File: src/rtl/rrl_pkg.sv
package rrl_pkg;
  typedef enum logic [2:0] {
    LK_EMPTY,
    LK_HIT_HEAD,
    LK_HIT_AHEAD,
    LK_HIT_NEXT,
    LK_MISS_NEXT,
    LK_MISS_END,
    LK_MISS_INSERT
  } lk_kind_e;
endpackage

File: src/rtl/rrl_view.sv
module rrl_view #(
  parameter int DEPTH = 16,
  parameter int PC_W  = 16,
  parameter int TAG_W = 8,
  localparam int IDX_W = $clog2(DEPTH),
  localparam int OFF_W = $clog2(DEPTH + 1)
) (
  input  logic [IDX_W-1:0]       base_i,
  input  logic [OFF_W-1:0]       len_i,
  input  logic [DEPTH*PC_W-1:0]  q_pc_i,
  input  logic [DEPTH*TAG_W-1:0] q_tag_i,
  input  logic [DEPTH-1:0]       q_exec_i,
  input  logic [DEPTH-1:0]       q_dir_i,
  input  logic [PC_W-1:0]        req_pc_i,
  output logic [DEPTH-1:0]       vld_o,
  output logic [DEPTH-1:0]       pc_eq_o,
  output logic [DEPTH*TAG_W-1:0] tag_o,
  output logic [DEPTH-1:0]       exec_o,
  output logic [DEPTH-1:0]       dir_o
);
  // Rotate the circular queue so that offset 0 is the window start.
  for (genvar o = 0; o < DEPTH; o++) begin : g_off
    logic [IDX_W:0]   sum;
    logic [IDX_W-1:0] idx;
    assign sum = {1'b0, base_i} + (IDX_W+1)'(o);
    assign idx = (sum >= (IDX_W+1)'(DEPTH)) ? IDX_W'(sum - (IDX_W+1)'(DEPTH))
                                            : IDX_W'(sum);
    assign vld_o[o]   = OFF_W'(o) < len_i;
    assign pc_eq_o[o] = q_pc_i[idx*PC_W +: PC_W] == req_pc_i;
    assign tag_o[o*TAG_W +: TAG_W] = q_tag_i[idx*TAG_W +: TAG_W];
    assign exec_o[o]  = q_exec_i[idx];
    assign dir_o[o]   = q_dir_i[idx];
  end
endmodule

File: src/rtl/rrl_first.sv
module rrl_first #(
  parameter int N = 16,
  parameter int W = 5
) (
  input  logic [N-1:0] vec_i,
  input  logic [W-1:0] from_i,
  output logic         found_o,
  output logic [W-1:0] pos_o
);
  // Lowest set bit at or above from_i.
  always_comb begin
    found_o = 1'b0;
    pos_o   = '0;
    for (int i = N - 1; i >= 0; i--) begin
      if (vec_i[i] && (W'(i) >= from_i)) begin
        found_o = 1'b1;
        pos_o   = W'(i);
      end
    end
  end
endmodule

File: src/rtl/rrl_replay_lookup.sv
module rrl_replay_lookup
  import rrl_pkg::*;
#(
  parameter int DEPTH = 16,
  parameter int PC_W  = 16,
  parameter int TAG_W = 8,
  localparam int IDX_W = $clog2(DEPTH),
  localparam int OFF_W = $clog2(DEPTH + 1)
) (
  input  logic                   clk,
  input  logic                   rst_n,
  input  logic                   load_i,
  input  logic [IDX_W-1:0]       load_base_i,
  input  logic [OFF_W-1:0]       load_len_i,
  input  logic [DEPTH*PC_W-1:0]  q_pc_i,
  input  logic [DEPTH*TAG_W-1:0] q_tag_i,
  input  logic [DEPTH-1:0]       q_exec_i,
  input  logic [DEPTH-1:0]       q_dir_i,
  input  logic                   req_valid_i,
  input  logic [PC_W-1:0]        req_pc_i,
  output logic                   rsp_valid_o,
  output logic                   rsp_hit_o,
  output logic                   rsp_exec_o,
  output logic                   rsp_dir_o,
  output logic [IDX_W-1:0]       head_idx_o
);
  function automatic logic ser_gt(input logic [TAG_W-1:0] a, input logic [TAG_W-1:0] b);
    logic [TAG_W-1:0] d;
    d = a - b;
    return (d != '0) && !d[TAG_W-1];
  endfunction

  logic [IDX_W-1:0] base_q, base_d;
  logic [OFF_W-1:0] len_q, len_d, hoff_q, hoff_d;
  logic             rsp_hit_d, rsp_exec_d, rsp_dir_d;
  logic             state_en;

  logic [DEPTH-1:0]       vld, pc_eq, r_exec, r_dir, tag_eq, tag_gt, nm_vec;
  logic [DEPTH*TAG_W-1:0] r_tag;

  rrl_view #(.DEPTH(DEPTH), .PC_W(PC_W), .TAG_W(TAG_W)) u_view (
    .base_i(base_q), .len_i(len_q), .q_pc_i(q_pc_i), .q_tag_i(q_tag_i),
    .q_exec_i(q_exec_i), .q_dir_i(q_dir_i), .req_pc_i(req_pc_i),
    .vld_o(vld), .pc_eq_o(pc_eq), .tag_o(r_tag), .exec_o(r_exec), .dir_o(r_dir)
  );

  logic             head_live;
  logic [OFF_W-1:0] hsel, after_head;
  logic [TAG_W-1:0] cur_tag, nxt_tag;
  logic             behind_any;

  assign head_live  = hoff_q < len_q;
  assign hsel       = (hoff_q < OFF_W'(DEPTH)) ? hoff_q : '0;
  assign after_head = hoff_q + OFF_W'(1);
  assign cur_tag    = r_tag[hsel*TAG_W +: TAG_W];

  always_comb begin
    behind_any = 1'b0;
    for (int o = 0; o < DEPTH; o++) begin
      tag_eq[o] = r_tag[o*TAG_W +: TAG_W] == cur_tag;
      tag_gt[o] = ser_gt(r_tag[o*TAG_W +: TAG_W], cur_tag);
      if ((OFF_W'(o) < hoff_q) && vld[o] && pc_eq[o] && tag_eq[o]) behind_any = 1'b1;
    end
  end

  logic             ahead_fnd, nxt_fnd, nm_fnd;
  logic [OFF_W-1:0] ahead_pos, nxt_pos, nm_pos;

  rrl_first #(.N(DEPTH), .W(OFF_W)) u_ahead (
    .vec_i(vld & pc_eq & tag_eq), .from_i(after_head),
    .found_o(ahead_fnd), .pos_o(ahead_pos)
  );
  rrl_first #(.N(DEPTH), .W(OFF_W)) u_next (
    .vec_i(vld & tag_gt), .from_i(after_head),
    .found_o(nxt_fnd), .pos_o(nxt_pos)
  );

  assign nxt_tag = r_tag[nxt_pos*TAG_W +: TAG_W];
  always_comb begin
    for (int o = 0; o < DEPTH; o++)
      nm_vec[o] = vld[o] && pc_eq[o] && (r_tag[o*TAG_W +: TAG_W] == nxt_tag);
  end

  rrl_first #(.N(DEPTH), .W(OFF_W)) u_nmatch (
    .vec_i(nm_vec), .from_i(nxt_pos), .found_o(nm_fnd), .pos_o(nm_pos)
  );

  // Classify the lookup.
  lk_kind_e         kind;
  logic [OFF_W-1:0] sel_pos;

  always_comb begin
    sel_pos = hsel;
    if (!head_live)            kind = LK_EMPTY;
    else if (pc_eq[hsel])      kind = LK_HIT_HEAD;
    else if (ahead_fnd) begin  kind = LK_HIT_AHEAD; sel_pos = ahead_pos; end
    else if (behind_any) begin
      if (!nxt_fnd)            kind = LK_MISS_END;
      else if (nm_fnd) begin   kind = LK_HIT_NEXT;  sel_pos = nm_pos; end
      else                     kind = LK_MISS_NEXT;
    end
    else                       kind = LK_MISS_INSERT;
  end

  // Next state.
  always_comb begin
    base_d     = base_q;
    len_d      = len_q;
    hoff_d     = hoff_q;
    rsp_hit_d  = 1'b0;
    rsp_exec_d = 1'b0;
    rsp_dir_d  = 1'b0;
    state_en   = load_i || req_valid_i;
    if (load_i) begin
      base_d = load_base_i;
      len_d  = load_len_i;
      hoff_d = '0;
    end else if (req_valid_i) begin
      unique case (kind)
        LK_HIT_HEAD, LK_HIT_AHEAD, LK_HIT_NEXT: begin
          rsp_hit_d  = 1'b1;
          rsp_exec_d = r_exec[sel_pos];
          rsp_dir_d  = r_dir[sel_pos];
          hoff_d     = sel_pos + OFF_W'(1);
        end
        LK_MISS_NEXT: hoff_d = nxt_pos;
        LK_MISS_END:  hoff_d = len_q;
        default:      hoff_d = hoff_q;
      endcase
    end
  end

  // Registers.
  always_ff @(posedge clk or negedge rst_n) begin
    if (!rst_n) begin
      base_q <= '0;
      len_q  <= '0;
      hoff_q <= '0;
    end else if (state_en) begin
      base_q <= base_d;
      len_q  <= len_d;
      hoff_q <= hoff_d;
    end
  end

  always_ff @(posedge clk or negedge rst_n) begin
    if (!rst_n) begin
      rsp_valid_o <= 1'b0;
      rsp_hit_o   <= 1'b0;
      rsp_exec_o  <= 1'b0;
      rsp_dir_o   <= 1'b0;
    end else begin
      rsp_valid_o <= state_en;
      rsp_hit_o   <= rsp_hit_d;
      rsp_exec_o  <= rsp_exec_d;
      rsp_dir_o   <= rsp_dir_d;
    end
  end

  logic [OFF_W:0] hsum;
  assign hsum = {1'b0, OFF_W'(base_q)} + {1'b0, hoff_q};
  assign head_idx_o = (hsum >= (OFF_W+1)'(DEPTH)) ? IDX_W'(hsum - (OFF_W+1)'(DEPTH))
                                                  : IDX_W'(hsum);

  // Assertions.
  p_resp_latency_r4: assert property (@(posedge clk) disable iff (!rst_n)
    (load_i || req_valid_i) |=> rsp_valid_o);
  p_load_len_r2: assert property (@(posedge clk) disable iff (!rst_n)
    load_i |-> (load_len_i <= OFF_W'(DEPTH)));
  p_load_head_r2: assert property (@(posedge clk) disable iff (!rst_n)
    load_i |=> (head_idx_o == $past(load_base_i)) && !rsp_hit_o);
  p_no_retreat_r7: assert property (@(posedge clk) disable iff (!rst_n)
    (req_valid_i && !load_i) |=> (hoff_q >= $past(hoff_q)));
  p_hit_advances_r3: assert property (@(posedge clk) disable iff (!rst_n)
    (req_valid_i && !load_i) |=> (!rsp_hit_o || (hoff_q > $past(hoff_q))));
  p_empty_miss_r10: assert property (@(posedge clk) disable iff (!rst_n)
    (req_valid_i && !load_i && (hoff_q >= len_q)) |=> (!rsp_hit_o && $stable(hoff_q)));
  p_head_in_window_r12: assert property (@(posedge clk) disable iff (!rst_n)
    hoff_q <= len_q);
endmodule

File: config.mk
export PLATFORM = sky130hd
export DESIGN_NAME = rrl_replay_lookup
export DESIGN_NICKNAME = d
export VERILOG_FILES = /design/src/rtl/rrl_pkg.sv /design/src/rtl/rrl_view.sv /design/src/rtl/rrl_first.sv /design/src/rtl/rrl_replay_lookup.sv
export SDC_FILE = /design/constraint.sdc
export NUM_CORES = 2
export LEC_CHECK = 0
export BUFFER_PORTS_ARGS = -buffer_cell sky130_fd_sc_hd__buf_2
export CELL_PAD_IN_SITES_DETAIL_PLACEMENT = 1
export CELL_PAD_IN_SITES_GLOBAL_PLACEMENT = 2
export CORE_ASPECT_RATIO = 2
export CORE_MARGIN = 2
export CORE_UTILIZATION = 37
export DETAILED_ROUTE_END_ITERATION = 7
export GPL_TIMING_DRIVEN = 0
export PLACE_DENSITY_LB_ADDON = 0.15
export SLEW_MARGIN = 30
export SYNTH_ARGS = -nofsm -noshare
export SYNTH_HDL_FRONTEND = slang
export SYNTH_HIERARCHICAL = 1
export SYNTH_SLANG_ARGS = --single-unit
File: constraint.sdc
create_clock -name clk -period 14.35 [get_ports clk]
set_clock_uncertainty 0.15 [all_clocks]
set_input_delay 0.7175 -clock clk [delete_from_list [all_inputs] [get_ports clk]]
set_output_delay 0.7175 -clock clk [all_outputs]
set_load 0.05 [all_outputs]
==> out/metrics.cfg, run 1 <==
[placed_design]
io_buffers = 436
placed_area_sq_um = 42100
place.detailed.hpwl_mm = 250
gp_congestion = 1.21

[clocking]
cts-hold-fix-buffers = 0
htreeDepth = 1
numCtsBuffers = 3
cts_sinks = 18
clk_path_buf_depth = 2
cts_root_buf = clkbuf_16

[grt]
first_global_vias = 53077
grt_pass1_wl_mm = 518
grt_max_degree = 29
grt_overflow = 807
grtUsageTotal_pct = 70.0

[floorplanning]
initial_core_util_pct = 37.2
io_pins = 453
dieHeight_um = 454
rows = 165
die_w_um = 229

[yosys]
synth_cell_type_count = 93
ys_warn_count = 6
async_flop_share_pct = 100
ys_seq_area_share_pct = 1.20
ys.flop_type = dfrtp_1
synth_area_per_cell_sq_um = 10.7
synth_edf_count = 0
syn_area_sq_um = 37500
synth_fp_nets = 4090
synth_seq_cells = 18
synthCells = 3515

[status]
status = stopped before the end
error_line = [ERROR GRT-0116] Global routing finished with congestion. Check the congestion regions in the DRC Viewer.
failing_step = global routing

-- logic make-up after synthesis --
kind of cell	count (synthesis)	share of synthesized area (%)
mux	1280	58.5
simple gates	713	10.5
xor+xnor	464	10.9
buf+inv	448	5.64
compound gates	459	8.89
flops	18	1.20
other cells	3	0.0300
fa+ha+maj	130	4.36
-- cell usage after synthesis, drive strengths merged, types with 18 or more instances --
master	count	share of area, %
o21ai	70	1.1
ha	129	4.3
nand3b	21	0.42
nor2b	28	0.49
mux2i	531	14
xor2	103	2.4
nor2	77	0.83
buf	251	3.7
a21oi	86	1.2
nand3	69	0.92
inv	87	0.87
nand2	132	1.3
o211ai	76	1.5
nor4	59	1.1
dfrtp	18	1.2
a21o	44	0.88
mux4	725	44
nand2b	33	0.56
nor3	35	0.48
nand4	209	3.5
mux2	24	0.74
a221oi	23	0.62
o22ai	20	0.35
xnor2	361	8.5
clkbuf	109	1.1
-- metal layers --
layer / overflow / global-route usage (%)
met3: 7 / 49.5
met4: 300 / 78.1
met1: 2 / 64.0
met2: 498 / 94.5
met5: 0 / 13.5
-- per-stage QoR --
| stage | worst slack, ns | hold slack [ns] | std cells | util (%) | TNS, ns |
|---|---|---|---|---|---|
| global placement | -12.33 | 0.387 | 5287 | 41.0 | -92.32 |
| floorplan | 0.506 | 0.272 | 3515 | - | 0 |
| detailed placement | -6.42 | 0.402 | 5321 | 41.8 | -45.52 |
| CTS | 0.00213 | 0.259 | 5331 | 42.6 | 0 |
-- timing repair --
| item | 4_1_cts |
|---|---|
| endpoints found under the setup margin | 8 |
| gates resized for setup | 152 |
| setup buffers | 17 |
| pin swaps | 10 |
==> run 2: changes to the inputs <==
- CELL_PAD_IN_SITES_DETAIL_PLACEMENT: 1 -> default
- CELL_PAD_IN_SITES_GLOBAL_PLACEMENT: 2 -> default
- CORE_ASPECT_RATIO: 2 -> default
- CORE_UTILIZATION: 37 -> 40
- clock period: 14.35 -> 18.65 ns (I/O delays scaled with it)
==> run 2 against run 1 <==
  * The flow now finishes without violations
  * Synthesized cell count unchanged
  * Area after synthesis unchanged
==> out/metrics.cfg, run 2 <==
[grt]
first_global_vias = 37209
antenna_found_initial = 24
grt_max_degree = 19
grtUsageTotal_pct = 43.6
grt_overflow = 0
grt_pass1_wl_mm = 294

[timing]
timing.final.crit_period_ns = 18.19
slew_headroom_pct = 26.6
period_share_pct = 97.5
fin_setup_tns_ns = 0
worst_pin_slew_ns = 1.10
hold_viol = 0
fmax_mhz = 55.0
slew_viol_final = 0
finalSetupViolations = 0
rsz0062_at_grt = false

[yosys]
synth_fp_nets = 4090  ; unchanged
synth_cell_type_count = 93  ; unchanged
ys_warn_count = 6  ; unchanged
yosysMostFrequentCell = mux4_2  ; unchanged
ys_seq_area_share_pct = 1.20  ; unchanged
synth_edf_count = 0  ; unchanged
synth_common_cells = 725 x mux4_2, 531 x mux2i_1, 359 x xnor2_1  ; unchanged
yosys-top-cells-area = mux4_2 44%, mux2i_1 14%, xnor2_1 8.4%  ; unchanged
synth_seq_cells = 18  ; unchanged
async_flop_share_pct = 100  ; unchanged
synthCells = 3515  ; unchanged
synth_top_area_share_pct = 43.5  ; unchanged
synth_top_area_cell = mux4_2  ; unchanged
syn_area_sq_um = 37500  ; unchanged
synth_area_per_cell_sq_um = 10.7  ; unchanged
ys.flop_type = dfrtp_1  ; unchanged

[worst_setup_path]
worst_path_max_delay_cell = dfrtp_1
timing.rr.start = base_q[1]
r2r_cells = 56
r2r_slack_ns = 0.46
required_ns = 18.63
critPathKind = flip-flop to flip-flop
timing.rr.end = hoff_q[2]
critPathCaptureType = flip-flop
critical_path.max_fanout = 19
cpPeakStageDelay_ns = 0.65
cp_data_arrival_time_ns = 18.17
start_kind = flip-flop
critPathMostFrequentCell = buf_2

[floorplanning]
fp.dieArea_sq_um = 96200
rows = 112  ; was 165
die_w_um = 310  ; was 229 um
initial_core_util_pct = 40.3  ; was 37.2%
io_pins = 453  ; unchanged
dieHeight_um = 310  ; was 454 um
core_sq_um = 93000

[layout]
final_util_pct = 45.1
syn_to_final_growth_pct = 11.9
multi_input_area_sq_um = 35200
top_regs = hoff_q x5, len_q x5, base_q x4
layout_commonest_cell = mux4_2
fin_area_sq_um = 41900
layout.cells.non_filler = 5239
seqCellArea_sq_um = 450
mostFrequentLayoutCells = 725 x mux4_2, 586 x buf_2, 531 x mux2i_1
nets = 4547
drive_above_1_share_pct = 38.2
fill_cells = 9190

[clocking]
path_clk_slew_ns = 0.05
htreeDepth = 1  ; unchanged
tritoncts = yes
cts_root_buf = clkbuf_16  ; unchanged
cts-hold-fix-buffers = 0  ; unchanged
insertion_delay_ns = 0.25
numCtsBuffers = 3  ; unchanged
clk_path_buf_depth = 2  ; unchanged
cts_sinks = 18  ; unchanged

[route]
postRouteAntennaNets = 0
routed_wl_mm = 215
viasPerCell = 7.57
drt_first_pass_iters = 6
via_count = 39664
drt-initial-drc-count = 6389
post_drt_wl_per_cell_um = 41.0
post-route-drc-count = 0

[min_path]
hp-start = base_q[3]
hp-class = flip-flop to flip-flop
hold_end = base_q[3]
hold_depth = 1

[placed_design]
gp_congestion = 1.06  ; was 1.21
place.detailed.hpwl_mm = 177  ; was 250 mm
placed_area_sq_um = 41700  ; was 42100 sq um
numPlacedInstances = 5221  ; was 5321
io_buffers = 436  ; unchanged

[status]
status = complete, no violations  ; was stopped before the end

[power_and_ir_drop]
powerDensity_nw_per_um2 = 250
power.leakage_nw = 15.7
max-vdd-ir-drop_mv = 0.356

[flow_run]
drv_cap = 0

==> run 2: cell counts after synthesis <==
Identical to the previous run, type by type.
==> run 2: per-stage QoR <==
stage | total power [mW] | hold WS [ns] | worst slack, ns
floorplan | 7.21 | 0.368 | 4.81
global placement | 9.81 | 0.410 | -3.69
detailed placement | 10.0 | 0.403 | -1.09
CTS | 10.1 | 0.424 | 0.0281
global route | 11.0 | 0.456 | 0.143
finish | 10.5 | 0.416 | 0.459
==> run 2: logic make-up (layout without fill, tap and decap cells) <==
kind of cell,after synthesis,count (layout),synth area share (%)
compound gates,459,459,8.89
xor+xnor,464,464,10.9
fa+ha+maj,130,130,4.36
buf+inv,448,904,5.64
flops,18,18,1.20
mux,1280,1280,58.5
other cells,3,17,0.0300
simple gates,713,713,10.5
==> run 2: layout make-up <==
class | instances | area share [%]
Antenna cell | 14 | 0.0835
Buffer | 353 | 4.32
Clock buffer | 4 | 0.212
Inverter | 88 | 0.788
Multi-Input combinational cell | 3049 | 84.0
Sequential cell | 18 | 1.07
Tap cell | 1254 | 3.74
Timing Repair Buffer | 459 | 5.80
==> run 2: layer usage <==
layer	vias up	GRT usage (%)	share of wire, %
met5	-	0	0.039
li1	15448	-	-
met2	3621	60.1	40
met1	19886	57.8	37
met4	12	19.1	5.7
met3	697	20.5	17
==> run 2: worst max path at each step <==
stage / startpoint / to
6_report: base_q[1] / hoff_q[2]
5_1_grt: base_q[1] / hoff_q[2]
4_1_cts: base_q[1] / hoff_q[2]
3_5_place_dp: base_q[1] / rsp_exec_o
3_3_place_gp: base_q[2] / rsp_exec_o
2_1_floorplan: base_q[1] / hoff_q[2]
==> run 2: repair_timing <==
action | in CTS | in global routing
gates resized for setup | 14 | 12
buffers inserted | 0 | 6
setup endpoints to repair | 7 | 8
pin swaps | 0 | 2
==> run 2: report_power, final <==
part | total [mW] | internal, mW | switching (mW) | leakage [nW]
combinational | 10.4 | 4.21 | 6.16 | 15.4
sequential | 0.0626 | 0.0470 | 0.0156 | 0.227
clock | 0.0473 | 0.0326 | 0.0146 | 0.0442
total | 10.5 | 4.29 | 6.19 | 15.7
==> run 2: critical path, delay by kind of cell (launching register included) <==
family                   cells  cell delay, ns
buffers and inverters       18            7.15
XOR/XNOR                     2            0.28
multiplexers                 5            1.96
adder cells (fa/ha/maj)      3            1.03
AO/OA/AOI/OAI               17            4.47
flip-flops                   1            0.65
AND/OR/NAND/NOR             11            2.24
Note: power is estimated with default switching activity, not from simulation.
